==> config.mk <==
export PLATFORM = sky130hd
export DESIGN_NAME = flyback_pulse_sched
export DESIGN_NICKNAME = d
export VERILOG_FILES = /design/src/rtl/fps_pkg.sv /design/src/rtl/fps_cmd_check.sv /design/src/rtl/fps_phase_timer.sv /design/src/rtl/fps_pulse_decode.sv /design/src/rtl/fps_fault_ctrl.sv /design/src/rtl/flyback_pulse_sched.sv
export SDC_FILE = /design/constraint.sdc
export NUM_CORES = 1
export LEC_CHECK = 0
export BUFFER_PORTS_ARGS = -buffer_cell sky130_fd_sc_hd__buf_2
export CORE_MARGIN = 5
export CORE_UTILIZATION = 59
export CTS_CLUSTER_DIAMETER = 120
export DETAILED_ROUTE_END_ITERATION = 10
export PLACE_DENSITY = 0.86
export SYNTH_ARGS = -nofsm -noshare
export SYNTH_HDL_FRONTEND = slang
export SYNTH_SLANG_ARGS = --single-unit
==> constraint.sdc <==
create_clock -name clk -period 4.17 [get_ports clk]
set_input_delay 0 -clock clk [delete_from_list [all_inputs] [get_ports clk]]
set_output_delay 0 -clock clk [all_outputs]
set_load 0.05 [all_outputs]
==> src/rtl/fps_pkg.sv <==
package fps_pkg;
  typedef enum logic {
    JOB_XFER = 1'b0,
    JOB_MEAS = 1'b1
  } job_mode_e;
endpackage

==> src/rtl/fps_cmd_check.sv <==
// Validates a start request against the section count and the job mode.
module fps_cmd_check
  import fps_pkg::*;
#(
  parameter int NBAT  = 4,
  parameter int IDX_W = 3,
  parameter int DUR_W = 8
) (
  input  job_mode_e          mode,
  input  logic [IDX_W-1:0]   a_idx,
  input  logic [IDX_W-1:0]   b_idx,
  input  logic [DUR_W-1:0]   dur,
  output logic               ok
);
  localparam logic [IDX_W-1:0] LAST_BAT = IDX_W'(NBAT - 1);
  localparam logic [IDX_W-1:0] BUS_SEL  = IDX_W'(NBAT);

  logic pair_ok, sel_ok;

  always_comb begin
    pair_ok = (a_idx <= LAST_BAT) && (b_idx <= LAST_BAT) && (a_idx != b_idx);
    sel_ok  = (a_idx <= BUS_SEL);
    ok      = (dur != '0) && ((mode == JOB_XFER) ? pair_ok : sel_ok);
  end
endmodule

==> src/rtl/fps_phase_timer.sv <==
// Phase counter within a period, plus the count of remaining periods.
module fps_phase_timer #(
  parameter int PER_CYC   = 1250,
  parameter int MEAS_MULT = 10,
  parameter int DUR_W     = 8,
  localparam int MEAS_LEN = PER_CYC * MEAS_MULT,
  localparam int PH_W     = $clog2(MEAS_LEN)
) (
  input  logic             clk,
  input  logic             rst,
  input  logic             load,
  input  logic             load_meas,
  input  logic [DUR_W-1:0] load_dur,
  input  logic             abort,
  output logic             busy,
  output logic             meas,
  output logic [PH_W-1:0]  ph
);
  localparam logic [PH_W-1:0] XFER_LAST = PH_W'(PER_CYC - 1);
  localparam logic [PH_W-1:0] MEAS_LAST = PH_W'(MEAS_LEN - 1);

  logic [DUR_W-1:0] left;
  logic [PH_W-1:0]  ph_last;

  assign ph_last = meas ? MEAS_LAST : XFER_LAST;

  always_ff @(posedge clk) begin
    if (rst) begin
      busy <= 1'b0;
      meas <= 1'b0;
      ph   <= '0;
      left <= '0;
    end else if (abort) begin
      busy <= 1'b0;
      ph   <= '0;
    end else if (load) begin
      busy <= 1'b1;
      meas <= load_meas;
      ph   <= '0;
      left <= load_dur - DUR_W'(1);
    end else if (busy) begin
      if (ph == ph_last) begin
        ph <= '0;
        if (left == '0) busy <= 1'b0;
        else            left <= left - DUR_W'(1);
      end else begin
        ph <= ph + PH_W'(1);
      end
    end
  end
endmodule

==> src/rtl/fps_pulse_decode.sv <==
// Decodes the phase into per-section start pulses and the sample strobe.
module fps_pulse_decode #(
  parameter int NCH        = 5,
  parameter int IDX_W      = 3,
  parameter int PH_W       = 14,
  parameter int PER_CYC    = 1250,
  parameter int PW_CYC     = 63,
  parameter int SAMPLE_OFS = 9000
) (
  input  logic             busy,
  input  logic             meas,
  input  logic [PH_W-1:0]  ph,
  input  logic [IDX_W-1:0] a_sel,
  input  logic [IDX_W-1:0] b_sel,
  input  logic             kill,
  output logic [NCH-1:0]   pulse,
  output logic             strobe
);
  localparam logic [PH_W-1:0] PW_L   = PH_W'(PW_CYC);
  localparam logic [PH_W-1:0] HALF_L = PH_W'(PER_CYC / 2);
  localparam logic [PH_W-1:0] HEND_L = PH_W'(PER_CYC / 2 + PW_CYC);
  localparam logic [PH_W-1:0] SMP_L  = PH_W'(SAMPLE_OFS);

  logic first_win, second_win;

  assign first_win  = (ph < PW_L);
  assign second_win = !meas && (ph >= HALF_L) && (ph < HEND_L);

  for (genvar ch = 0; ch < NCH; ch++) begin : g_sect
    logic hit_a, hit_b;
    assign hit_a     = (a_sel == IDX_W'(ch)) && first_win;
    assign hit_b     = (b_sel == IDX_W'(ch)) && second_win;
    assign pulse[ch] = busy && !kill && (hit_a || hit_b);
  end

  assign strobe = busy && meas && (ph == SMP_L);
endmodule

==> src/rtl/fps_fault_ctrl.sv <==
// Sticky fault flags, status lamp and the charger fault line.
module fps_fault_ctrl #(
  parameter int NBAT = 4,
  parameter int NCH  = 5
) (
  input  logic           clk,
  input  logic           rst,
  input  logic [NCH-1:0] vcond,
  input  logic [NCH-1:0] hard_cfg,
  input  logic           restart,
  output logic           fault_any,
  output logic           fault_n,
  output logic           led_green,
  output logic           led_red
);
  logic soft_q, hard_q;
  logic soft_ev, hard_ev;

  assign soft_ev = |(vcond & ~hard_cfg);
  assign hard_ev = |(vcond & hard_cfg);

  always_ff @(posedge clk) begin
    if (rst) begin
      soft_q <= 1'b0;
      hard_q <= 1'b0;
    end else begin
      if (hard_ev) hard_q <= 1'b1;
      if (soft_ev)
        soft_q <= 1'b1;
      else if (restart && (vcond == '0) && !hard_q)
        soft_q <= 1'b0;
    end
  end

  assign fault_any = soft_q | hard_q;
  assign led_red   = fault_any;
  assign led_green = !fault_any;
  assign fault_n   = !(|vcond[NBAT-1:0]);
endmodule

==> src/rtl/flyback_pulse_sched.sv <==
module flyback_pulse_sched
  import fps_pkg::*;
#(
  parameter int NBAT       = 4,
  parameter int IDX_W      = 3,
  parameter int DUR_W      = 8,
  parameter int PER_CYC    = 1250,
  parameter int PW_CYC     = 63,
  parameter int MEAS_MULT  = 10,
  parameter int SAMPLE_OFS = 9000,
  localparam int NCH       = NBAT + 1,
  localparam int PH_W      = $clog2(PER_CYC * MEAS_MULT)
) (
  input  logic             clk,
  input  logic             rst,
  input  logic             start,
  input  logic             mode,
  input  logic [IDX_W-1:0] a_idx,
  input  logic [IDX_W-1:0] b_idx,
  input  logic [DUR_W-1:0] dur,
  input  logic             restart,
  input  logic [NCH-1:0]   vcond,
  input  logic [NCH-1:0]   hard_cfg,
  output logic [NCH-1:0]   pulse,
  output logic             adc_strobe,
  output logic             busy,
  output logic             cmd_err,
  output logic             fault_n,
  output logic             led_green,
  output logic             led_red
);
  job_mode_e        req_mode;
  logic             kill, fault_any, req_ok, accept, meas;
  logic [PH_W-1:0]  ph;
  logic [IDX_W-1:0] a_q, b_q;

  assign req_mode = job_mode_e'(mode);
  assign kill     = |vcond;
  assign accept   = start && !busy && !fault_any && !kill && req_ok;

  fps_cmd_check #(.NBAT(NBAT), .IDX_W(IDX_W), .DUR_W(DUR_W)) u_cmd (
    .mode(req_mode), .a_idx(a_idx), .b_idx(b_idx), .dur(dur), .ok(req_ok)
  );

  always_ff @(posedge clk) begin
    if (rst) begin
      a_q     <= '0;
      b_q     <= '0;
      cmd_err <= 1'b0;
    end else if (accept) begin
      a_q     <= a_idx;
      b_q     <= b_idx;
      cmd_err <= 1'b0;
    end else if (start && !busy) begin
      cmd_err <= 1'b1;
    end
  end

  fps_phase_timer #(.PER_CYC(PER_CYC), .MEAS_MULT(MEAS_MULT), .DUR_W(DUR_W)) u_timer (
    .clk(clk), .rst(rst), .load(accept), .load_meas(req_mode == JOB_MEAS),
    .load_dur(dur), .abort(kill), .busy(busy), .meas(meas), .ph(ph)
  );

  fps_pulse_decode #(
    .NCH(NCH), .IDX_W(IDX_W), .PH_W(PH_W), .PER_CYC(PER_CYC),
    .PW_CYC(PW_CYC), .SAMPLE_OFS(SAMPLE_OFS)
  ) u_dec (
    .busy(busy), .meas(meas), .ph(ph), .a_sel(a_q), .b_sel(b_q),
    .kill(kill), .pulse(pulse), .strobe(adc_strobe)
  );

  fps_fault_ctrl #(.NBAT(NBAT), .NCH(NCH)) u_fault (
    .clk(clk), .rst(rst), .vcond(vcond), .hard_cfg(hard_cfg), .restart(restart),
    .fault_any(fault_any), .fault_n(fault_n), .led_green(led_green), .led_red(led_red)
  );
endmodule

==> metrics.yaml, run 1 <==
relSlewSlack_pct: 32.1
cts_setup_buffers: 0
synth_top_family_by_area: "simple AND/OR/NAND/NOR gates"
wl_met3_um: 341
die_w_um: 69.0
routed_wl_mm: 5.34
final_cell_mix: "buf_2, nor2_1, dfxtp_1"
h-tree-depth: 2
cts.clk_slew.worst_paths_ns: 0.11
peakVddDrop_v: 0.000196
grt.total_usage_pct: 23.2
max_cap_viol_count: 0
routed-wl-met2_mm: 2.61
postRouteAntennaNets: 0
synth_fa_ha_area_share_pct: 3.04
grt_pass1_wl_mm: 9.23
crit_buf_inv: 1
startpoint_type: "flip-flop"
drc: 0
fin_ws_ns: 1.32
portBuffers: 39
worst-path-stages: 9
top_layer: "met4"
preCtsSetupSlack_ns: 1.37
final_core_util_pct: 72.7
fp.dieH_um: 69.0
worst_slew_pin_slew_ns: 1.02
initial_core_util_pct: 61.1
endpoint_kind: "flip-flop"
antenna_found_initial: 0
layout_commonest_cell: "buf_2"
ys_seq_area_share_pct: 32.1
cts_resized: 0
synth_fp_nets: 300
synthMuxAreaShare_pct: 1.95
synth_compound_area_share_pct: 16.4
reg2regPathDepth: 9
vias: 2094
hold_ws_ns: 0.0224
rsz0062_at_grt: "no"
slowest_delay_ns: 0.50
clk_latency_ns: 0.35
cp-startpoint: "u_timer.busy"
fin_crit_ns: 2.85
final.period_utilization_pct: 68.3
r2r-start: "u_timer.busy"
slew_viol_final: 0
drive_gt1_share_pct: 16.7
crit_path_max_fanout: 13
numCtsBuffers: 5
clock-root-buffer: "clkbuf_4"
crit_chain: "nor4b_1, nand4b_1, a211oi_2, mux2i_1, ha_1, inv_1, or4_1, nor3_1, or3_1"
clock_skew_ns: 0.0175
setup_viol: 0
ctsLongestPathBuffers: 2
clock_sinks: 33
cpLargestDelayFamily: "simple AND/OR/NAND/NOR gates"
antennaDiodeCount: 0
firstDrtPassIters: 4
nNetsFinal: 350
synth_flop_cell: "dfxtp_1"
pin_count: 40
fp-row-count: 21
core_area_um2: 3360
cellPowerDensity_nw_per_um2: 230
reg2reg_to: "u_timer.left[6]"
synth.ff_latch_count: 33
wl_per_cell_um: 14.7
syn_avg_cell_area_um2: 7.73
fill_cells: 298
overflow: 0
ys_types: 48
crit_slowest_cell: "or4_1"
setup_tns_ns: 0
syn_inst: 266
drt-initial-drc-count: 265
syn_area_um2: 2060
min_path_type: "input port to flip-flop"
synth_edf_count: 0
fmax_mhz: 351
synth-simple-area-share_pct: 32.9
yosys_warnings: 0
wl_met1_mm: 2.29
avgViaCountPerCell: 5.77
worstPathArrival_ns: 3.15
grt_pass1_vias: 2025
crit_type: "flip-flop to flip-flop"
cts_hold_buf: 13
synth_xor_area_share_pct: 8.52
cts_tree: "built"
detailed_place_hpwl_mm: 3.83
hold_viol_final: 0
r2r_slack_ns: 1.32
synthArstFlopShare_pct: 0
synthToLayoutAreaGrowth_pct: 18.9
die_area_um2: 4760
p_leak_nw: 0.931
crit_required_ns: 4.47
endpoint: "u_timer.left[6]"
grt_max_degree: 23
gp_congestion: 0.951
status: "finished, final reports clean"
==> cells by family after synthesis <==
logic type	after synthesis
and+or+nand+nor	129
muxes	4
adders and majority gates	5
DFF	33
AOI/OAI and AO/OA	51
buffers and inverters	24
xor gates and xnor gates	20
==> state kept, by name, summed over array words and instances, names as in the netlist <==
signal,cells
u_timer.busy,1
u_fault.hard_q,1
a_q,3
cmd_err,1
b_q,3
u_timer.left,8
u_timer.meas,1
u_timer.ph,14
u_fault.soft_q,1
==> Yosys cell counts (2+ instances only) <==
master	number	area, µm²
a211oi_1	4	30.0
a21o_1	3	22.5
a21oi_1	18	90.1
a22oi_1	2	15.0
a31oi_1	7	43.8
and3_1	2	12.5
buf_2	2	10.0
clkbuf_1	6	22.5
dfxtp_1	33	661
ha_1	5	62.6
inv_1	14	52.6
mux2i_1	4	40.0
nand2_1	29	109
nand3_1	10	50.1
nand3b_1	3	22.5
nand4_1	3	18.8
nand4b_1	2	17.5
nor2_1	38	143
nor2b_1	2	12.5
nor3_1	13	65.1
nor4_1	3	18.8
nor4b_1	5	43.8
o211ai_1	2	15.0
o21ai_0	4	20.0
o311ai_0	2	17.5
o31ai_1	2	15.0
or2_2	2	12.5
or3_1	8	50.1
xnor2_1	8	70.1
xor2_1	12	105
==> per-layer routing <==
layer  GRT usage, %  vias up
li1               -     1047
met1           28.9      948
met2           38.1       86
met3           6.10       13
met4           8.46        0
met5              0        -
==> area by class of cell <==
class / count / area [µm²] / area share, %
Multi-Input combinational cell: 209 / 1290 / 52.8
Sequential cell: 33 / 661 / 27.0
Timing Repair Buffer: 53 / 333 / 13.6
Tap cell: 46 / 57.6 / 2.36
Inverter: 14 / 52.6 / 2.15
Clock buffer: 8 / 48.8 / 2.00
==> power by group <==
part	internal [W]	switching [W]
Clock	0.0000672	0.000108
Combinational	0.0000302	0.0000377
Sequential	0.000317	0.00000164
==> tightest hold or removal path, stage by stage <==
cell and delay, ns:
buf_2 0.11, xor2_1 0.08, nor2_1 0.09, a211oi_1 0.05
==> stage by stage <==
step	total power, W	area (µm²)	std cells
floorplan	0.000356	2060	266
global placement	0.000382	2260	342
detailed placement	0.000383	2260	342
CTS	0.000563	2440	363
global route	0.000587	2440	363
finish	0.000562	2440	363
==> how the worst min path moves through the flow <==
| stage | cells after the start | startpoint | end | slack, ns |
|---|---|---|---|---|
| final | 4 | dur[5] | u_timer.left[5] | 0.02 |
| after global routing | 4 | dur[5] | u_timer.left[5] | 0.02 |
| after CTS | 4 | hard_cfg[4] | u_fault.soft_q | 0.01 |
| after detailed placement | 3 | b_idx[1] | b_q[1] | 0.27 |
| after global placement | 3 | a_idx[2] | a_q[2] | 0.27 |
| after floorplan | 1 | vcond[3] | fault_n | 0.06 |
Note: power is estimated with default switching activity, not from simulation.
==> run 2, diff against run 1 <==
--- a/config.mk
+++ b/config.mk
@@ -5,12 +5,13 @@
 export SDC_FILE = /design/constraint.sdc
 export NUM_CORES = 1
 export LEC_CHECK = 0
+export ABC_AREA = 1
 export BUFFER_PORTS_ARGS = -buffer_cell sky130_fd_sc_hd__buf_2
 export CORE_MARGIN = 5
-export CORE_UTILIZATION = 59
+export CORE_UTILIZATION = 56
 export CTS_CLUSTER_DIAMETER = 120
 export DETAILED_ROUTE_END_ITERATION = 10
-export PLACE_DENSITY = 0.86
+export PLACE_DENSITY = 0.82
 export SYNTH_ARGS = -nofsm -noshare
 export SYNTH_HDL_FRONTEND = slang
 export SYNTH_SLANG_ARGS = --single-unit
==> constraint.sdc (replaced) <==
create_clock -name clk -period 2.64 [get_ports clk]
set_input_delay 0 -clock clk [delete_from_list [all_inputs] [get_ports clk]]
set_output_delay 0 -clock clk [all_outputs]
set_load 0.05 [all_outputs]
==> metrics.yaml, run 2 <==
status: "complete, but fails checks"
violations: "hold timing"
core_area_um2: 3720
fin_crit_ns: 2.04
startpoint_type: "flip-flop"
crit_chain: "inv_2, nand2_1, nor2_2, nand2_2, nor2_4, nand2_2, nand2_2, nand2_2, ha_1, inv_1, nor2_4, inv_1, nand2_1, a21oi_1, nor2_1"
die_w_um: 72.6
synth_compound_area_share_pct: 14.4
synthMuxAreaShare_pct: 0
synth_top_family_by_area: "simple AND/OR/NAND/NOR gates"
synth_top_area_share_pct: 30.1
routed-wl-met2_mm: 2.33
overflow: 0
final_cell_mix: "nand2_1, nor2_1, inv_1"
synth_fp_nets: 377
reg2regPathDepth: 15
endpoint_kind: "flip-flop"
top_layer: "met4"
detailed_place_hpwl_mm: 4.18
crit_path_max_fanout: 12
syn_area_um2: 2190
grt.total_usage_pct: 20.7
reg2reg_to: "u_timer.left[2]"
clock_sinks: 33
drive_gt1_share_pct: 22.4
wl_met3_um: 419
min_path_type: "input port to flip-flop"
grt_pass1_wl_mm: 8.73
final_core_util_pct: 68.1
max_cap_viol_count: 0
postRouteAntennaNets: 0
worst_slew_pin_slew_ns: 0.382
fp.dieH_um: 72.6
peakVddDrop_v: 0.000264
layout_commonest_cell: "nand2_1"
rsz0062_at_grt: "no"
synth.area.top_cells: "dfxtp_1, nand2_1, nor2_1"
wl_met1_mm: 2.37
clock-root-buffer: "clkbuf_8"
cpMostUsedCell: "nand2_2"
relSlewSlack_pct: 74.3
power_w: 0.000974
nNetsFinal: 421
drt-initial-drc-count: 160
numCtsBuffers: 5
ys_seq_area_share_pct: 30.1
synth_commonest_cells: "nand2_1, nor2_1, inv_1"
antenna_found_initial: 0
crit_required_ns: 2.82
fin_ws_ns: 0.604
top_register: "u_timer.ph"
crit_slowest_cell: "dfxtp_1"
pin_count: 40
post-synth-top-area-cell: "dfxtp_1"
synth_fa_ha_area_share_pct: 2.85
routed_wl_mm: 5.23
holdPathEnd: "u_timer.meas"
avgViaCountPerCell: 5.19
cts_tree: "built"
vias: 2265
crit_buf_inv: 3
synth_flop_cell: "dfxtp_1"
instances_no_fill: 436
slowest_delay_ns: 0.32
reg_top3: "u_timer.ph x14, u_timer.left x8"
yosysMostFrequentCell: "nand2_1"
antennaDiodeCount: 0
final.period_utilization_pct: 77.1
yosys_warnings: 0
ys_types: 30
syn_avg_cell_area_um2: 6.40
synthToLayoutAreaGrowth_pct: 15.3
firstDrtPassIters: 4
h-tree-depth: 2
die_area_um2: 5270
syn_inst: 343
synthArstFlopShare_pct: 0
initial_core_util_pct: 59.1
grt_max_degree: 16
hold_ws_ns: -0.00239
wl_per_cell_um: 12.0
hold_depth: 3
hold_viol_final: 1
synth_xor_area_share_pct: 3.19
fp-row-count: 22
synth.ff_latch_count: 33
r2r_slack_ns: 0.60
ctsLongestPathBuffers: 2
portBuffers: 39
grt_pass1_vias: 2094
crit_type: "flip-flop to flip-flop"
clk_latency_ns: 0.29
slew_viol_final: 0
worstPathArrival_ns: 2.22
preCtsSetupSlack_ns: 0.627
gp_congestion: 0.876
synth-simple-area-share_pct: 39.2
synth_edf_count: 0
drc: 0
setup_tns_ns: 0
fmax_mhz: 491
cpLargestDelayFamily: "simple AND/OR/NAND/NOR gates"
r2r-start: "u_timer.busy"
cts.clk_slew.worst_paths_ns: 0.06
p_leak_nw: 1.12
largest_register_ff_count: 14
setup_viol: 0
numPlacedInstances: 427
clock_skew_ns: 0.00763
cellPowerDensity_nw_per_um2: 385
worstHoldStart: "mode"
==> run 2: changes by cell type after synthesis, sizes merged, moves of 7 or more <==
cell,change
a21oi,+8
nor2,+14
inv,+38
or3,-9
nand2,+56
xnor2,-8
a31oi,-7
nand3,+13
o21ai,+18
==> run 2: cell type report <==
class                      count  area, µm²
fill                         344       1180
timing repair buffer          42        220
inverter                      52        195
sequential                    33        661
tap                           48       60.1
multi-input combinational    253       1320
clock buffer                   8       80.1
==> run 2: repair_timing <==
action,4_1_cts,5_1_grt
setup buffers,0,0
hold buffers,1,0
hold endpoints to repair,5,0
resized for setup,0,0
==> run 2: per-stage QoR <==
step	cell area [µm²]	hold WS [ns]
after floorplan	2200	0.0691
after global placement	2440	0.259
after global routing	2530	0.0191
after detailed placement	2440	0.258
final	2530	-0.00239
after CTS	2530	0.000461
==> run 2: worst max-delay path by stage <==
| stage | start | to | slack, ns | depth (start not counted) |
|---|---|---|---|---|
| after detailed placement | u_timer.busy | u_timer.left[2] | 0.63 | 15 |
| after floorplan | u_fault.hard_q | u_timer.left[2] | 0.41 | 16 |
| after global placement | u_timer.busy | u_timer.left[2] | 0.70 | 15 |
| final | u_timer.busy | u_timer.left[2] | 0.60 | 15 |
| after global routing | u_timer.ph[0] | pulse[3] | 0.39 | 9 |
| after CTS | u_timer.ph[0] | pulse[2] | 0.60 | 9 |
==> run 2: cell families (layout without fill, tap and decap cells) <==
kind of cell,count (synthesis),in the layout
adders and majority gates,5,5
buffers and inverters,57,102
DFF,33,33
xor gates and xnor gates,8,8
AOI/OAI and AO/OA,55,55
and+or+nand+nor,185,185
==> run 2: layer usage <==
layer | track usage [%] | vias up
met5 | 0 | -
met4 | 8.61 | 0
met3 | 6.34 | 13
met2 | 32.4 | 75
met1 | 26.2 | 980
li1 | - | 1197
==> run 2: power by group <==
group          switching, W  leakage (nW)  internal (W)   total, W
clock network      0.000182        0.0395      0.000187   0.000369
logic             0.0000629         0.817     0.0000362  0.0000990
registers        0.00000391         0.267      0.000502   0.000506
total              0.000249          1.12      0.000725   0.000974
==> run 2: worst min-delay path, cell delays in order <==
cell	delay [ns]
buf_2	0.09
o21ai_0	0.08
nor2_1	0.08
